## config.mk

```make
export PLATFORM = sky130hd
export DESIGN_NAME = blk_cadence_sched
export DESIGN_NICKNAME = d
export VERILOG_FILES = /design/src/rtl/sched_pkg.sv /design/src/rtl/sched_cadence.sv /design/src/rtl/sched_divider.sv /design/src/rtl/blk_cadence_sched.sv
export SDC_FILE = /design/constraint.sdc
export NUM_CORES = 1
export LEC_CHECK = 0
export BUFFER_PORTS_ARGS = -buffer_cell sky130_fd_sc_hd__buf_2
export CELL_PAD_IN_SITES_DETAIL_PLACEMENT = 0
export CELL_PAD_IN_SITES_GLOBAL_PLACEMENT = 1
export CORE_ASPECT_RATIO = 1.75
export CORE_UTILIZATION = 31
export CTS_BUF_LIST = sky130_fd_sc_hd__clkbuf_4
export DETAILED_ROUTE_END_ITERATION = 10
export PLACE_DENSITY = 0.64
export SLEW_MARGIN = 15
export SYNTH_ARGS = -nofsm -noshare
export SYNTH_HDL_FRONTEND = slang
export SYNTH_SLANG_ARGS = --single-unit
export TNS_END_PERCENT = 10
```

## constraint.sdc

```tcl
create_clock -name clk -period 6.8 [get_ports clk]
set_clock_uncertainty 0.05 [all_clocks]
set_input_delay 0 -clock clk [delete_from_list [all_inputs] [get_ports clk]]
set_output_delay 0 -clock clk [all_outputs]
set_load 0.01 [all_outputs]
```

## src/rtl/sched_pkg.sv

```systemverilog
package sched_pkg;

  typedef enum logic [1:0] {
    RM_MUL  = 2'b00,
    RM_DIV  = 2'b01,
    RM_TWO3 = 2'b10,
    RM_RSV  = 2'b11
  } rate_mode_e;

  // index of the last run in the 160-frame cadence
  localparam logic [3:0] CAD_LAST = 4'd12;

  // runs 0,3,6,9 are twelve frames long, all others eleven
  function automatic logic [3:0] run_len(input logic [3:0] idx);
    if ((idx == 4'd0) || (idx == 4'd3) || (idx == 4'd6) || (idx == 4'd9))
      run_len = 4'd12;
    else
      run_len = 4'd11;
  endfunction

endpackage

```

## src/rtl/sched_cadence.sv

```systemverilog
module sched_cadence
  import sched_pkg::*;
(
  input  logic clk,
  input  logic rst_n,
  input  logic restart,
  input  logic step,
  output logic ne
);

  logic [3:0] run_q, run_d;
  logic [3:0] pos_q, pos_d;
  logic [3:0] run_cur, pos_cur;
  logic       gap;

  // effective position of the frame now starting
  always_comb begin
    run_cur = restart ? 4'd0 : run_q;
    pos_cur = restart ? 4'd0 : pos_q;
    gap     = (pos_cur == run_len(run_cur));
    ne      = ~gap;
  end

  always_comb begin
    run_d = run_cur;
    pos_d = pos_cur;
    if (step) begin
      if (gap) begin
        pos_d = 4'd0;
        run_d = (run_cur == CAD_LAST) ? 4'd0 : run_cur + 4'd1;
      end else begin
        pos_d = pos_cur + 4'd1;
      end
    end
  end

  always_ff @(posedge clk or negedge rst_n) begin
    if (!rst_n) begin
      run_q <= 4'd0;
      pos_q <= 4'd0;
    end else begin
      run_q <= run_d;
      pos_q <= pos_d;
    end
  end

endmodule

```

## src/rtl/sched_divider.sv

```systemverilog
module sched_divider
  import sched_pkg::*;
#(
  parameter int FACT_W = 3
) (
  input  logic              clk,
  input  logic              rst_n,
  input  logic              restart,
  input  logic              step,
  input  rate_mode_e        mode,
  input  logic [FACT_W-1:0] fac_n,
  output logic              hit
);

  localparam logic [FACT_W-1:0] THREE = FACT_W'(3);
  localparam logic [FACT_W-1:0] TWO   = FACT_W'(2);

  logic [FACT_W-1:0] ph_q, ph_d, ph_cur, modulus;
  logic              counting;

  always_comb begin
    ph_cur   = restart ? '0 : ph_q;
    counting = (mode == RM_DIV) || (mode == RM_TWO3);
    modulus  = (mode == RM_TWO3) ? THREE : fac_n;
    unique case (mode)
      RM_DIV:  hit = (ph_cur == '0);
      RM_TWO3: hit = (ph_cur != TWO);
      default: hit = 1'b1;
    endcase
  end

  always_comb begin
    ph_d = ph_cur;
    if (step && counting)
      ph_d = (ph_cur == modulus - FACT_W'(1)) ? '0 : ph_cur + FACT_W'(1);
  end

  always_ff @(posedge clk or negedge rst_n) begin
    if (!rst_n) ph_q <= '0;
    else        ph_q <= ph_d;
  end

endmodule

```

## src/rtl/blk_cadence_sched.sv

```systemverilog
module blk_cadence_sched
  import sched_pkg::*;
#(
  parameter int FACT_W = 3,
  parameter int CNT_W  = FACT_W
) (
  input  logic              clk,
  input  logic              rst_n,
  input  logic              en,
  input  logic              frame_stb,
  input  logic              base_sel,
  input  logic [1:0]        rate_mode,
  input  logic [FACT_W-1:0] factor,
  output logic [CNT_W-1:0]  blk_cnt
);

  localparam int CFG_W = 1 + 2 + FACT_W;

  logic [CFG_W-1:0]  cfg, cfg_q;
  logic              restart, step, div_step;
  logic              cad_ne, frame_ne, div_hit;
  logic [FACT_W-1:0] fac_n;
  rate_mode_e        mode;
  logic [CNT_W-1:0]  cnt_now, cnt_d, cnt_q;

  always_comb begin
    cfg      = {base_sel, rate_mode, factor};
    restart  = ~en | (cfg != cfg_q);
    step     = en & frame_stb;
    mode     = rate_mode_e'(rate_mode);
    fac_n    = (factor == '0) ? FACT_W'(1) : factor;
    frame_ne = base_sel ? cad_ne : 1'b1;
    div_step = step & frame_ne;
  end

  sched_cadence u_cad (
    .clk     (clk),
    .rst_n   (rst_n),
    .restart (restart),
    .step    (step),
    .ne      (cad_ne)
  );

  sched_divider #(.FACT_W(FACT_W)) u_div (
    .clk     (clk),
    .rst_n   (rst_n),
    .restart (restart),
    .step    (div_step),
    .mode    (mode),
    .fac_n   (fac_n),
    .hit     (div_hit)
  );

  always_comb begin
    if (!(frame_ne && div_hit))
      cnt_now = '0;
    else if ((mode == RM_DIV) || (mode == RM_TWO3))
      cnt_now = CNT_W'(1);
    else
      cnt_now = CNT_W'(fac_n);
  end

  always_comb begin
    cnt_d = cnt_q;
    if (!en)      cnt_d = '0;
    else if (step) cnt_d = cnt_now;
  end

  always_ff @(posedge clk or negedge rst_n) begin
    if (!rst_n) begin
      cnt_q <= '0;
      cfg_q <= '0;
    end else begin
      cnt_q <= cnt_d;
      cfg_q <= cfg;
    end
  end

  assign blk_cnt = cnt_q;

endmodule

```

==> results of run 1 <==
-- power by group through the flow --
stage	Combinational (mW)	Clock, mW	Sequential (mW)
after CTS	0.0344	0.101	0.124
after global routing	0.0372	0.107	0.125
after global placement	0.0307	0	0.127
after floorplan	0.0173	0	0.127
after detailed placement	0.0311	0	0.127
final	0.0339	0.0985	0.124
-- routing by layer --
metal  up-vias  GRT usage (%)
met2        20           29.3
met4         0           6.82
met5         -              0
met3         6           1.91
met1       506           14.4
li1        528              -
-- final timing paths --
path / from / end / slack, ns
max: factor[0] / blk_cnt[1]$_DFFE_PN0P_ / 3.55
min: frame_stb / blk_cnt[2]$_DFFE_PN0P_ / 0.06
max reg2reg: cfg_q[0]$_DFF_PN0_ / blk_cnt[1]$_DFFE_PN0P_ / 3.56
min reg2reg: blk_cnt[2]$_DFFE_PN0P_ / blk_cnt[2]$_DFFE_PN0P_ / 0.46
max in group asynchronous: rst_n / u_cad.pos_q[1]$_DFF_PN0_ / 6.26
min in group asynchronous: rst_n / cfg_q[0]$_DFF_PN0_ / 0.12
-- placed cells by master (no fill, tap or decap), drive strengths merged, types with 2 or more instances in the layout --
cell and n:
or3 2, nor2 7, o21ai 5, a22o 2, dfrtp 20, a21oi 5
xnor2 9, ha 11, and3 2, nor3 2, nand4 7, nor2b 3
nor3b 3, a21boi 2, dlygate4sd3 7, buf 12, mux2i 3, a32o 2
clkbuf 3, and2 5, mux2 4, nand3 2, inv 9, nand2 16
-- cell type report --
| cell class | instances | area, µm² |
|---|---|---|
| fill | 403 | 2400 |
| timing repair buffer | 19 | 130 |
| clock inverter | 1 | 30.0 |
| inverter | 9 | 33.8 |
| clock buffer | 3 | 22.5 |
| sequential | 20 | 500 |
| multi-input combinational | 105 | 766 |
| tap | 48 | 60.1 |
-- state kept, by name, indices dropped and copies added, names as in the netlist --
name and cells:
u_cad.run_q 4, u_cad.pos_q 4, cfg_q 6, blk_cnt 3, u_div.ph_q 3
-- cell families (layout without fill, tap and decap cells) --
logic type | Yosys count | count (layout)
AO/OA/AOI/OAI | 25 | 25
XOR/XNOR | 10 | 10
adder cells (fa/ha/maj) | 11 | 11
buffers and inverters | 11 | 32
flip-flops | 20 | 20
multiplexers | 7 | 7
AND/OR/NAND/NOR | 52 | 52
-- tightest hold or removal path, delay by kind of cell --
kind / cells / cell delay [ns]
compound gates: 1 / 0.20
buf+inv: 1 / 0.11
simple gates: 1 / 0.07
==> results, run 1 <==
- The run finished with clean final reports.
- The share of async-settable or async-resettable flops after synthesis is 100%.
- The overall track demand over capacity in global routing is approximately 15%.
- The number of DRC violations after detailed-routing iteration 0 is 37.
- Broken down by cell family, the worst path's largest delay share belongs to simple AND/OR/NAND/NOR gates.
- Detailed routing placed a total of ~62 µm of wire on met3.
- The largest fanout on the critical path is 17.
- Summing the areas of all compound-gate instances in the mapped netlist gives about 14% of the synthesized area.
- The final critical delay including setup and external delays is 3.25 ns.
- STA classifies the critical path startpoint as a primary input.
- The worst setup path is captured at a flop.
- The number of maximum-capacitance constraint violations is 0.
- The clock slew seen by the registers of the worst setup and hold paths is 0.12 ns.
- The number of max-slew violations in the final report came to 0.
- The clock network is responsible for 38.4% of the overall power.
- By area, the combinational part of the netlist is dominated by simple AND/OR/NAND/NOR gates.
- After detailed placement, the total cell area comes to 1420 µm².
- The number of cells traversed by the worst register-to-register path is 10.
- The total overflow reported by the global router is 0.
- For the pin with the worst max-slew slack, the measured transition is 0.641 ns.
- The number of hold violations in the final report was 0.
- In the finished design, the share of the clock period the worst path needs comes to 47.8%.
- Synthesis handed over a netlist of 136 instances.
- Detailed placement finished with a half-perimeter wire length of roughly 2400 µm.
- In the post-synthesis netlist, the biggest area contributors are dfrtp_1 38%, ha_1 11%, xnor2_1 6.0%, nand2_1 4.6%, mux2_2 3.4%.
- At the later pin of the worst-skew pair, clock insertion delay measures 0.30 ns.
- The average size of a mapped cell is 9.61 µm².
- For this block, the via count after detailed routing is 1060.
- After detailed routing, the met2 layer carries 1660 µm of wire.
- TritonCTS created 3 clock buffers.
- Setup slack on the critical path of the routed design comes to 3.55 ns.
- The critical path runs through a total of 12 cells.
- The routed length per placed instance is 14.6 µm.
- In the post-synthesis netlist, the cell with the most instances is dfrtp_1.
- The die is 87.9 µm tall.
- The portion of synthesized area spent on multiplexers is 5.74%.
- The post-layout utilization of the core is 39.1%.
- Together, buffers and inverters on the worst path number 2.
- In the synthesized netlist the dominant register cell turns out to be dfrtp_1.
- The layout-stage area growth over the synthesis result is 18.0%.
- The cell depth of the worst min-delay path is 3.
- The standard cell core area is roughly 3900 µm².
- The floorplan die area is 4490 µm².
- Cells with a size suffix above 1 make up between 15 and 20% of the layout.
- The largest total area in the synthesized netlist belongs to dfrtp_1.
- Data arrives at the worst endpoint at approximately 3.5 ns.
- The finished cells cover 1540 µm².
- Entering global routing, the biggest net connects 21 pins.
- The number of buffers added to fix hold violations after cts is 7.
- Counting along the longest clock path gives a buffer depth of 2.
- CTS saw 20 sinks.
- The switching part of the total power is about a quarter.
- The floorplan has 30 rows.
- The number of endpoints failing setup at the final stage is 0.
- Yosys mapped a number of flops with a built-in enable equal to 0.
- Static timing analysis puts the maximum clock frequency at about 300 MHz.
- The critical path's slowest cell is nor2_2.
- The number of nets at the end of the flow is around 180.
- In this run the top signal layer used is met4.
- Summed over all nets, the switching power comes to between 0.05 and 0.06 mW.
- The number of placed I/O pins is 13.
- Once the clock tree was built, the setup fixing pass inserted 0 buffers.
- After synthesis, the largest area contributor takes up 38.3% of total cell area.
- Before antenna repair, the detailed router went through 4 iterations.
- The count of nets left with antenna violations once routing finished came out at 0.
- The signal on the critical path passes through dlygate4sd3_1 > buf_2 > xnor2_1 > nand4_1 > nor2_2 > nand2_1 > ha_1 > o32a_1 > a21oi_2 > mux2_2 > a31oi_1 > a32o_1.
- The via count of the first global-routing pass was ~1.1k.
- The xor and xnor area share after synthesis is 6.70%.
- The mapped netlist covers roughly 1300 µm².
- In the routed layout, each cell is associated on average with a via count of 5.17.
- The maximum resistive drop on vdd is 0.0000993 V.
- The share of total power dissipated in combinational logic is 13.2%.
- For this design the ratio of total power to cell area is 166 nW/µm².
- Setup repair after global routing left no endpoint under its margin.
- The total inserted antenna cells is 0.
- The initial antenna violation count is 0.
- The routed design has between 2000 and 3000 µm of wire.
- The initial utilization of the core area, before any placement, comes to 33.2%.
- Leaving out filler cells and counting taps, the final layout contains 205.
- The count of unresolved DRC violations after routing is 0.
- The clock tree from TritonCTS is done.
- In this run the worst hold path is classified as in -> reg.
- The number of nets handed over by synthesis was roughly 160.
- Cell internal power was estimated by the tool at 0.197 mW.
- The global placement routability congestion is 0.724.
- The root buffer cell chosen for the clock tree is clkbuf_4.
- Summed over all cells, the static leakage comes to 0.699 nW.
- After detailed placement, the design holds a cell count of 194.
- The total power is between 0.2 and 0.3 mW.
- The largest stage delay on the critical path is 0.57 ns.
- The post-placement worst setup slack is 3.55 ns.
- The setup path with the least slack is of type in -> reg.
- Gates resized during post-CTS repair numbered 0.
- The synthesized netlist devotes a little over a fifth of its cell area to simple gates.
- After synthesis, the most frequently instantiated cells are 20 x dfrtp_1, 16 x nand2_1, 11 x ha_1.
- The die boundary width is 51.1 µm.
- In this run, distinct cell masters in the synthesized netlist total 39.
- Synthesis inferred 20 register bits.
- After routing, the total negative slack on setup checks comes to 0 ns.
- At the worst endpoint, the required time is roughly 7 ns.
- Sequential cells burn about 48% of the power.
- The worst-case hold slack is 0.0572 ns.
- The detailed router put a total of 1200 µm of wire on met1.
- The first global-routing pass estimated 4910 µm of wire.
- The number of port buffers is 12.
- Headroom to the max-slew limit came out at 57.2%.
- In this run the number of H-tree levels came out at 1.
- The number of warnings issued by yosys is 0.
- The post-synthesis sequential area ratio is a little under two fifths.
- Of the total synthesized cell area, the portion taken by full adders, half adders and majority gates is 10.5%.
(Power assumes the default switching activity.)
==> inputs of run 2 (changes only) <==
Clock period 6.8 ns to 3.25 ns, I/O delays scaled along.
==> results, run 2 (same netlist as run 1, synthesis figures left out) <==
- The run finished with clean final reports.
- The fraction of power consumed by the clock network is 39.0% (+0.6 points).
- The worst hold path class is in -> reg.
- The number of max-slew violations in the final report is 0 (unchanged).
- The number of nets at the end of the flow is 180 (+0.56%).
- The initial antenna violation count was 0 (unchanged).
- The post-layout utilization of the core is 39.3% (+0.19 points).
- After layout, the minimum clock period comes to 2.75 ns.
- The deepest level of the CTS H-tree is 1 (unchanged).
- The count of unresolved DRC violations after routing is 0 (unchanged).
- TritonCTS built the clock tree.
- The combinational power share is 13.1% (about the same).
- The transition time at the pin with the least slew margin is 0.485 ns (-0.156 ns).
- The floorplan die area is 4490 µm² (unchanged).
- The top register by number of flip-flops is cfg_q.
- The clock tree root driver cell is clkbuf_4.
- The via count of the first global-routing pass is 1117 (+1.7%).
- The global placement routability congestion is 0.768 (+6.0%).
- The number of detailed-route iterations in the first pass is 4 (unchanged).
- The maximum number of pins on one net before global-route repair was 21 (unchanged).
- The met3 routing resource usage after global routing is 1.56% (-0.35 points).
- The timing-limited maximum frequency is 364 MHz.
- The total power was 0.544 mW (+110%).
- The share of the clock period used by the worst path is a little over four fifths.
- The standard cell core area came to 3940 µm² (unchanged).
- The post-CTS resize count is 0 (unchanged).
- The power density over cell area is 351 nW/µm² (+110%).
- The die height is 87.9 µm (unchanged).
- The relative max-transition margin is 67.7% (+10 points).
- The sequential fraction of design power was 47.9% (-0.5 points).
- The switching part of the total power is 24.2% (+0.85 points).
- The clock latency on the worst-skew pair is 0.32 ns (+0.02 ns).
- The maximum resistive drop on vdd is 0.000262 V (+160%).
- The count of antenna-violating nets left after detailed routing came to 0 (unchanged).
- The cell internal power dissipation was 0.412 mW (+110%).
- The worst-case hold slack is 0.0186 ns (-0.0386 ns).
- The number of endpoints failing setup at the final stage is 0 (unchanged).
- The met1 track demand over resource in global routing is 14.7% (+0.33 points).
- The setup TNS came to 0 ns (unchanged).
- The number of CTS-inserted buffers is 3 (unchanged).
- The worst path arrival time is 2.96 ns (-0.49 ns).
- In this run the most used layer during global routing was met2.
- The power spent charging and discharging nets is 0.132 mW (+120%).
- The buffer levels on the longest clock path is 2 (unchanged).
- The total inserted antenna cells was 0 (unchanged).
- In the final layout, the registers with the most flip-flops are cfg_q x6, u_cad.pos_q x4, u_cad.run_q x4.
- The kind of critical path is in -> reg.
- The total via count in the routed design is 1067 (+0.66%).
- STA classifies the critical path endpoint as a flop.
- The number of maximum-capacitance constraint violations is 0 (unchanged).
- The clock slew seen by the registers of the worst setup and hold paths is 0.13 ns (about the same).
- Setup repair after global routing left no endpoint under its margin.
- The fraction of layout instances using a drive strength above 1 is 16.5% (+0.53 points).
- The number of filler cells placed in the layout is 406 (+0.74%).
- The die boundary width came to 51.1 µm (unchanged).
- The critical path data required time is 3.46 ns (-3.54 ns).
- The number of DRC violations after detailed-routing iteration 0 is 19 (-49%).
- The largest fanout on the critical path came to 6 (-11).
- The number of flip-flops under the largest register name is 6 (unchanged).
- STA classifies the critical path startpoint as a primary input.
- The placed wire-length estimate is 2360 µm (-0.56%).
- The initial standard-cell utilization of the core is 33.2% (unchanged).
- The most common library cell in the layout ignoring fill and taps is dfrtp_1.
- The number of port buffers was 12 (unchanged).
- The global-route wire length before repair is 5070 µm (+3.4%).
- The number of placed I/O pins is 13 (unchanged).
- The aggregate routed wire length is 3100 µm (+3.8%).
- The met2 track utilization from global routing came to 31.1% (+1.8 points).
- In the layout the commonest cells are 20 x dfrtp_1, 16 x nand2_1, 12 x buf_2.
- The routed length per placed instance is 15.0 µm (+3.2%).
- The site row count was 30 (unchanged).
- The static leakage power came to 0.704 nW (+0.78%).
- The count of clock tree sinks is 20 (unchanged).
- The total overflow reported by the global router is 0 (unchanged).
- Compared with the post-synthesis result, the final layout area differs by 18.6%.
- The via-per-instance ratio came to 5.18 (+0.17%).
- The number of hold violations in the final report was 0 (unchanged).
- The overall track demand over capacity in global routing was 15.4% (+0.68 points).
## run 2: final timing paths
kind                       slack [ns]                   start                        to  depth (start not counted)
max                              0.50               factor[0]    blk_cnt[2]$_DFFE_PN0P_                         12
min                              0.02               frame_stb    blk_cnt[1]$_DFFE_PN0P_                          3
max reg2reg                      0.50      cfg_q[3]$_DFF_PN0_    blk_cnt[2]$_DFFE_PN0P_                         10
min reg2reg                      0.45  blk_cnt[1]$_DFFE_PN0P_    blk_cnt[1]$_DFFE_PN0P_                          1
max in group asynchronous        2.71                   rst_n  u_cad.run_q[1]$_DFF_PN0_                          2
min in group asynchronous        0.11                   rst_n        cfg_q[3]$_DFF_PN0_                          2
## run 2: worst max-delay path, cell delays in order
cell and delay (ns):
dlygate4sd3_1 0.53, buf_2 0.16, xnor2_1 0.18, nand4_1 0.22, nor2_2 0.23, nand2_1 0.13
ha_1 0.25, o32a_1 0.18, a21oi_2 0.19, mux2_2 0.40, a31oi_1 0.28, a32o_1 0.21
## run 2: power by group through the flow
stage          clock network (mW)  logic, mW  registers [mW]
2_1_floorplan                   0     0.0362           0.266
6_report                    0.212     0.0713           0.260
4_1_cts                     0.216     0.0729           0.260
3_3_place_gp                    0     0.0644           0.265
5_1_grt                     0.225     0.0796           0.261
3_5_place_dp                    0     0.0660           0.265
## run 2: timing repair
item,in CTS,in global routing
buffers inserted,0,0
setup endpoints to repair,0,0
hold endpoints to repair,28,0
hold buffers,7,0
## run 2: routing by layer
layer	vias up	part of all wire (%)
li1	531	-
met1	512	40
met2	17	55
met3	7	2.1
met4	0	2.2
met5	-	0
## run 2: through the flow
stage | std cells | area, µm² | setup WS, ns
2_1_floorplan | 136 | 1310 | 0.444
3_3_place_gp | 195 | 1430 | 0.613
3_5_place_dp | 195 | 1430 | 0.564
4_1_cts | 206 | 1550 | 0.482
5_1_grt | 206 | 1550 | 0.221
6_report | 206 | 1550 | 0.503
## run 2: cell type report
| class | instances | area [µm²] | area share [%] |
|---|---|---|---|
| Tap cell | 48 | 60.1 | 3.87 |
| Inverter | 9 | 33.8 | 2.18 |
| Clock inverter | 1 | 30.0 | 1.94 |
| Sequential cell | 20 | 500 | 32.3 |
| Multi-Input combinational cell | 105 | 766 | 49.4 |
| Timing Repair Buffer | 20 | 138 | 8.88 |
| Clock buffer | 3 | 22.5 | 1.45 |
